File: src/rtl/afc_pkg.sv
package afc_pkg;

  localparam int FIELD_W = 16;
  localparam int CODE_W  = 8;
  localparam int NUM_CH  = 2;
  localparam int SEG_W   = 3;
  localparam int MAN_W   = 4;
  // truncated linear widths before companding
  localparam int MU_W    = 14;
  localparam int AL_W    = 13;
  localparam int MU_SH   = FIELD_W - MU_W;
  localparam int AL_SH   = FIELD_W - AL_W;

  localparam logic [FIELD_W-1:0] MU_EXP_BIAS = FIELD_W'(132);
  localparam logic [MU_W:0]      MU_CLIP     = (MU_W+1)'(8159);
  localparam logic [MU_W:0]      MU_ENC_BIAS = (MU_W+1)'(33);
  localparam logic [CODE_W-1:0]  AL_FLIP     = 8'h55;
  localparam logic [CODE_W-1:0]  AL_FLIP_POS = 8'hD5;
  localparam logic [CODE_W-1:0]  MU_FLIP_POS = 8'hFF;
  localparam logic [CODE_W-1:0]  MU_FLIP_NEG = 8'h7F;
  localparam logic [FIELD_W-1:0] AL_SEG0_ADD = FIELD_W'(8);
  localparam logic [FIELD_W-1:0] AL_SEGN_ADD = FIELD_W'(264);

  typedef enum logic [1:0] {
    FMT_LIN16 = 2'b00,
    FMT_OFS8  = 2'b01,
    FMT_MULAW = 2'b10,
    FMT_ALAW  = 2'b11
  } fmt_e;

  typedef logic [FIELD_W-1:0] field_t;

endpackage

File: src/rtl/afc_expand.sv
module afc_expand
  import afc_pkg::*;
(
  input  fmt_e   fmt_i,
  input  field_t field_i,
  output field_t pcm_o
);

  logic [CODE_W-1:0] code;
  logic [CODE_W-1:0] mu_inv;
  logic [CODE_W-1:0] al_flip;
  logic [SEG_W-1:0]  mu_seg;
  logic [SEG_W-1:0]  al_seg;
  logic [MAN_W-1:0]  mu_man;
  logic [MAN_W-1:0]  al_man;
  field_t            mu_base;
  field_t            mu_mag;
  field_t            mu_pcm;
  field_t            al_base;
  field_t            al_mag;
  field_t            al_pcm;

  // mu-law: inverted code, biased mantissa shifted by segment
  always_comb begin
    code    = field_i[FIELD_W-1 -: CODE_W];
    mu_inv  = ~code;
    mu_seg  = mu_inv[CODE_W-2 -: SEG_W];
    mu_man  = mu_inv[MAN_W-1:0];
    mu_base = FIELD_W'({mu_man, 3'b000}) + MU_EXP_BIAS;
    mu_mag  = (mu_base << mu_seg) - MU_EXP_BIAS;
    mu_pcm  = mu_inv[CODE_W-1] ? (field_t'(0) - mu_mag) : mu_mag;
  end

  // A-law: even-bit flip, segment zero is linear
  always_comb begin
    al_flip = code ^ AL_FLIP;
    al_seg  = al_flip[CODE_W-2 -: SEG_W];
    al_man  = al_flip[MAN_W-1:0];
    al_base = FIELD_W'({al_man, 4'b0000}) +
              ((al_seg == '0) ? AL_SEG0_ADD : AL_SEGN_ADD);
    if (al_seg <= SEG_W'(1)) begin
      al_mag = al_base;
    end else begin
      al_mag = al_base << (al_seg - SEG_W'(1));
    end
    al_pcm = al_flip[CODE_W-1] ? al_mag : (field_t'(0) - al_mag);
  end

  always_comb begin
    unique case (fmt_i)
      FMT_LIN16: pcm_o = field_i;
      FMT_OFS8:  pcm_o = {~field_i[FIELD_W-1], field_i[FIELD_W-2 -: CODE_W-1],
                          {(FIELD_W-CODE_W){1'b0}}};
      FMT_MULAW: pcm_o = mu_pcm;
      FMT_ALAW:  pcm_o = al_pcm;
      default:   pcm_o = field_i;
    endcase
  end

endmodule

File: src/rtl/afc_compress.sv
module afc_compress
  import afc_pkg::*;
(
  input  fmt_e   fmt_i,
  input  field_t pcm_i,
  output field_t field_o
);

  logic              neg;
  logic [MU_W:0]     mu_ext;
  logic [MU_W:0]     mu_mag;
  logic [MU_W:0]     mu_clip;
  logic [MU_W:0]     mu_biased;
  logic              mu_over;
  logic [SEG_W-1:0]  mu_seg;
  logic [MAN_W-1:0]  mu_man;
  logic [CODE_W-1:0] mu_code;
  logic [AL_W-2:0]   al_p;
  logic [SEG_W-1:0]  al_seg;
  logic [MAN_W-1:0]  al_man;
  logic [CODE_W-1:0] al_code;

  assign neg = pcm_i[FIELD_W-1];

  // mu-law: truncate to 14 bits, magnitude, clip, bias, segment search
  always_comb begin
    mu_ext    = {neg, pcm_i[FIELD_W-1:MU_SH]};
    mu_mag    = neg ? ((MU_W+1)'(0) - mu_ext) : mu_ext;
    mu_clip   = (mu_mag > MU_CLIP) ? MU_CLIP : mu_mag;
    mu_biased = mu_clip + MU_ENC_BIAS;
    mu_over   = mu_biased[MU_W-1];
    mu_seg    = '0;
    for (int k = 0; k < 7; k++) begin
      if (mu_biased[6+k]) mu_seg = SEG_W'(k + 1);
    end
    mu_man  = MAN_W'(mu_biased >> ({1'b0, mu_seg} + 4'd1));
    mu_code = (mu_over ? MU_FLIP_NEG : {1'b0, mu_seg, mu_man}) ^
              (neg ? MU_FLIP_NEG : MU_FLIP_POS);
  end

  // A-law: truncate to 13 bits, one's complement for negatives
  always_comb begin
    al_p   = neg ? ~pcm_i[FIELD_W-2:AL_SH] : pcm_i[FIELD_W-2:AL_SH];
    al_seg = '0;
    for (int k = 0; k < 7; k++) begin
      if (al_p[5+k]) al_seg = SEG_W'(k + 1);
    end
    if (al_seg < SEG_W'(2)) begin
      al_man = al_p[4:1];
    end else begin
      al_man = MAN_W'(al_p >> al_seg);
    end
    al_code = {1'b0, al_seg, al_man} ^ (neg ? AL_FLIP : AL_FLIP_POS);
  end

  always_comb begin
    unique case (fmt_i)
      FMT_LIN16: field_o = pcm_i;
      FMT_OFS8:  field_o = {~pcm_i[FIELD_W-1], pcm_i[FIELD_W-2 -: CODE_W-1],
                            {(FIELD_W-CODE_W){1'b0}}};
      FMT_MULAW: field_o = {mu_code, {(FIELD_W-CODE_W){1'b0}}};
      FMT_ALAW:  field_o = {al_code, {(FIELD_W-CODE_W){1'b0}}};
      default:   field_o = pcm_i;
    endcase
  end

endmodule

File: src/rtl/afc_rst_sync.sv
module afc_rst_sync #(
  parameter int STAGES = 2
) (
  input  logic clk,
  input  logic rst_n,
  output logic rst_sync_n
);

  logic [STAGES-1:0] pipe_q;
  logic [STAGES-1:0] pipe_d;

  always_comb pipe_d = {pipe_q[STAGES-2:0], 1'b1};

  always_ff @(posedge clk or negedge rst_n) begin
    if (!rst_n) pipe_q <= '0;
    else        pipe_q <= pipe_d;
  end

  assign rst_sync_n = pipe_q[STAGES-1];

endmodule

File: src/rtl/sample_fmt_conv.sv
module sample_fmt_conv
  import afc_pkg::*;
#(
  parameter int RST_STAGES = 2
) (
  input  logic               clk,
  input  logic               rst_n,
  input  logic [1:0]         fmt_sel,
  input  logic               mono,
  input  logic               rx_load,
  input  logic [FIELD_W-1:0] rx_left_field,
  input  logic [FIELD_W-1:0] rx_right_field,
  output logic [FIELD_W-1:0] lin_left_out,
  output logic [FIELD_W-1:0] lin_right_out,
  input  logic               tx_load,
  input  logic [FIELD_W-1:0] lin_left_in,
  input  logic [FIELD_W-1:0] lin_right_in,
  output logic [FIELD_W-1:0] tx_left_field,
  output logic [FIELD_W-1:0] tx_right_field
);

  logic   rst_sync_n;
  fmt_e   fmt;
  field_t rx_fld  [NUM_CH];
  field_t tx_pcm  [NUM_CH];
  field_t exp_pcm [NUM_CH];
  field_t cmp_fld [NUM_CH];
  field_t sel_pcm [NUM_CH];
  field_t sel_fld [NUM_CH];
  field_t lin_q   [NUM_CH];
  field_t lin_d   [NUM_CH];
  field_t txf_q   [NUM_CH];
  field_t txf_d   [NUM_CH];

  afc_rst_sync #(.STAGES(RST_STAGES)) u_rst (
    .clk        (clk),
    .rst_n      (rst_n),
    .rst_sync_n (rst_sync_n)
  );

  assign fmt       = fmt_e'(fmt_sel);
  assign rx_fld[0] = rx_left_field;
  assign rx_fld[1] = rx_right_field;
  assign tx_pcm[0] = lin_left_in;
  assign tx_pcm[1] = lin_right_in;

  for (genvar ch = 0; ch < NUM_CH; ch++) begin : g_ch
    afc_expand u_exp (
      .fmt_i   (fmt),
      .field_i (rx_fld[ch]),
      .pcm_o   (exp_pcm[ch])
    );
    afc_compress u_cmp (
      .fmt_i   (fmt),
      .pcm_i   (tx_pcm[ch]),
      .field_o (cmp_fld[ch])
    );
    if (ch == 0) begin : g_lead
      assign sel_pcm[ch] = exp_pcm[ch];
      assign sel_fld[ch] = cmp_fld[ch];
    end else begin : g_follow
      // mono: left sample feeds every channel, other fields blanked
      assign sel_pcm[ch] = mono ? exp_pcm[0] : exp_pcm[ch];
      assign sel_fld[ch] = mono ? field_t'(0) : cmp_fld[ch];
    end

    always_comb begin
      lin_d[ch] = rx_load ? sel_pcm[ch] : lin_q[ch];
      txf_d[ch] = tx_load ? sel_fld[ch] : txf_q[ch];
    end

    always_ff @(posedge clk or negedge rst_sync_n) begin
      if (!rst_sync_n) begin
        lin_q[ch] <= '0;
        txf_q[ch] <= '0;
      end else begin
        lin_q[ch] <= lin_d[ch];
        txf_q[ch] <= txf_d[ch];
      end
    end
  end

  assign lin_left_out   = lin_q[0];
  assign lin_right_out  = lin_q[1];
  assign tx_left_field  = txf_q[0];
  assign tx_right_field = txf_q[1];

endmodule

File: config.mk
export PLATFORM = sky130hd
export DESIGN_NAME = sample_fmt_conv
export DESIGN_NICKNAME = d
export VERILOG_FILES = /design/src/rtl/afc_pkg.sv /design/src/rtl/afc_expand.sv /design/src/rtl/afc_compress.sv /design/src/rtl/afc_rst_sync.sv /design/src/rtl/sample_fmt_conv.sv
export SDC_FILE = /design/constraint.sdc
export NUM_CORES = 1
export LEC_CHECK = 0
export BUFFER_PORTS_ARGS = -buffer_cell sky130_fd_sc_hd__buf_2
export CAP_MARGIN = 20
export CORE_MARGIN = 4
export CORE_UTILIZATION = 35
export CTS_CLUSTER_SIZE = 28
export DETAILED_ROUTE_END_ITERATION = 6
export PLACE_DENSITY_LB_ADDON = 0.15
export SYNTH_ARGS = -nofsm -noshare
export SYNTH_HDL_FRONTEND = slang
export SYNTH_SLANG_ARGS = --single-unit
export TNS_END_PERCENT = 30
File: constraint.sdc
create_clock -name clk -period 2.7 [get_ports clk]
set_input_delay 0.27 -clock clk [delete_from_list [all_inputs] [get_ports clk]]
set_output_delay 0.27 -clock clk [all_outputs]
set_load 0.01 [all_outputs]
==> results.json <==
{
  "h-tree-depth": 3,
  "cts_buffer_depth": 2,
  "grt_pass1_wl_um": 66900,
  "antenna_left": 0,
  "gp_congestion": 0.937,
  "post-route-util_pct": 54.6,
  "row_count": 62,
  "grt_usage_pct": 26.0,
  "root_buffer": "clkbuf_16",
  "crit_type": "in2reg",
  "finalHoldViolations": 0,
  "total_leakage_power_uw": 0.00695,
  "fmax_mhz": 256,
  "drv_cap": 0,
  "worstHoldStart": "lin_left_in[1]",
  "synth_edf_count": 0,
  "end_kind": "flip-flop",
  "fin_crit_ps": 3910,
  "first_global_vias": 12312,
  "grt_setup_unrepaired": "true",
  "tightest_slew_ps": 995,
  "relSlewSlack_pct": 33.7,
  "die_h_um": 179,
  "drc": 0,
  "start_kind": "input pin",
  "synth.area.top_cells": "dfrtp_1 16%, xnor2_1 5.6%, nor2_1 4.5%, a21oi_1 4.1%, o21ai_0 4.1%",
  "synthTopCellsByCount": "123 x nor2_1, 104 x nand2_1, 93 x clkbuf_1, 84 x a21oi_1, 84 x o21ai_0",
  "synth_top_area_share_pct": 16.1,
  "num_io_pins": 135,
  "clk_pin_slew_ps": 70,
  "p_per_area_nw_per_um2": 356,
  "hpwlAfterDp_um": 33300,
  "setup_ws_ps": -1210,
  "cts_buffers": 9,
  "cts_tree": "done",
  "slew_violations": 0,
  "required_ps": 2970,
  "violations": "setup timing",
  "setup_viol": 27,
  "antenna_found_initial": 0,
  "cp.arrival_ps": 4180,
  "routed_via_density": 5.59,
  "critPathBufInv": 3,
  "synth_area_um2": 10200,
  "nNetsFinal": 2002,
  "cts.sinks": 66,
  "start_util_pct": 35.6,
  "ys_seq_area_share_pct": 16.1,
  "yosys_warnings": 0,
  "crit_slowest_cell": "or4b_4",
  "ys_ff_latch": 66,
  "routed_wl_um": 42300,
  "cpPeakStageDelay_ps": 490,
  "synthToLayoutAreaGrowth_pct": 53.4,
  "r2r-start": "u_rst.pipe_q[1]$_DFF_PN0_",
  "cp_top_family": "compound AO/OA/AOI/OAI gates",
  "yosysTopAreaCell": "dfrtp_1",
  "period_share_pct": 145,
  "clk_latency_ps": 360,
  "ir_drop_uv": 300,
  "dieArea_um2": 32100,
  "synthCells": 1401,
  "n_antenna_cell": 0,
  "grt_start_max_net_pins": 65,
  "drive_gt1_share_pct": 42.0,
  "wire_per_inst_um": 18.4,
  "vias": 12844,
  "path_cells": "buf_8 -> inv_4 -> ha_4 -> or4b_4 -> o41ai_4 -> a32oi_4 -> o41ai_4 -> a211o_1 -> ha_4 -> inv_4 -> nor4_4 -> o2bb2ai_2 -> o311a_1 -> a211oi_4 -> a31oi_1 -> mux2i_1 -> o311a_1 -> a221oi_2",
  "ys_types": 100,
  "drt_iter0_markers": 1207,
  "avgSynthCellArea_um2": 7.31,
  "clock_skew_ps": 13.3,
  "synth.most_common_cell": "nor2_1",
  "port_buffers": 134,
  "crit_start": "lin_left_in[3]",
  "worst_hold_path_type": "in2reg",
  "first_pass_iters": 5,
  "die_x_um": 179,
  "crit_fanout": 5,
  "grt_overflow": 0,
  "dp_cells": 2258,
  "async_flop_share_pct": 100,
  "status": "finished, violations left",
  "syn_nets": 1496,
  "fp.coreArea_um2": 28800,
  "synthFlopType": "dfrtp_1",
  "stdcell_count": 2296
}
-- placed cells by master, fill, tap and decap left out, drive strengths merged, types with 35 or more instances in the layout --
cell type / instances
dfrtp: 66
nor2: 123
nand3: 42
mux2i: 35
nand2: 104
buf: 612
o21ai: 91
inv: 54
a21oi: 84
xnor2: 66
-- routing by layer --
layer	global-route usage [%]	vias up	part of all wire, %
li1	-	6305	-
met1	35.9	6140	46
met2	43.8	352	47
met3	2.38	47	4.6
met4	5.98	0	2.0
met5	0	-	0
-- what timing repair did --
| item | 4_1_cts | 5_1_grt |
|---|---|---|
| gates resized for setup | 102 | 31 |
| endpoints found under the setup margin | 31 | 34 |
| endpoints found under the hold margin | 2 | 0 |
| hold buffers | 1 | 0 |
| setup buffers | 18 | 4 |
| pin swaps | 54 | 28 |
-- sequential cells by signal, summed over array words and instances (netlist names) --
register        flops
lin_right_out      16
tx_left_field      16
lin_left_out       16
u_rst.pipe_q        2
tx_right_field     16
-- through the flow --
stage | TNS [ps] | hold slack, ps | setup WS (ps) | area [µm²] | power, µW
2_1_floorplan | -37050 | -25.6 | -1700 | 10600 | 2800
3_5_place_dp | -34630 | 62.6 | -1810 | 14600 | 4170
6_report | -16510 | 137 | -1210 | 15700 | 5600
3_3_place_gp | -33670 | 59.3 | -1720 | 14600 | 4150
5_1_grt | -21530 | 142 | -1370 | 15700 | 5950
4_1_cts | -16240 | 124 | -1220 | 15500 | 5550
-- layout make-up --
cell class | instances | area, µm²
clock inverter | 6 | 48.8
tap | 384 | 480
inverter | 56 | 224
fill | 2796 | 13100
clock buffer | 10 | 239
timing repair buffer | 613 | 4380
sequential | 66 | 1660
multi-input combinational | 1161 | 8680
-- cell families (layout without fill, tap and decap cells) --
group	count (synthesis)	count (layout)	share of synthesized area, %
compound gates	496	496	35.3
simple gates	491	491	24.5
buf+inv	174	685	6.57
xor+xnor	88	88	7.53
flops	66	66	16.1
mux	61	61	6.94
fa+ha+maj	24	24	2.93
other cells	1	1	0.0366
-- worst paths after layout --
kind	slack [ps]	to	cells past startpoint
worst max-delay path	-1210	tx_left_field[8]$_DFFE_PN0P_	18
worst min-delay path	140	tx_left_field[1]$_DFFE_PN0P_	3
worst max register to register	1560	lin_right_out[12]$_DFFE_PN0P_	0
worst min register to register	360	u_rst.pipe_q[1]$_DFF_PN0_	0
max in group asynchronous	1560	lin_right_out[12]$_DFFE_PN0P_	0
min in group asynchronous	240	u_rst.pipe_q[0]$_DFF_PN0_	2
-- power by group --
part	internal, µW	switching [µW]
Sequential	1100	95.9
Combinational	1560	1630
Clock	657	561
Total	3310	2290
(Power assumes the default switching activity.)
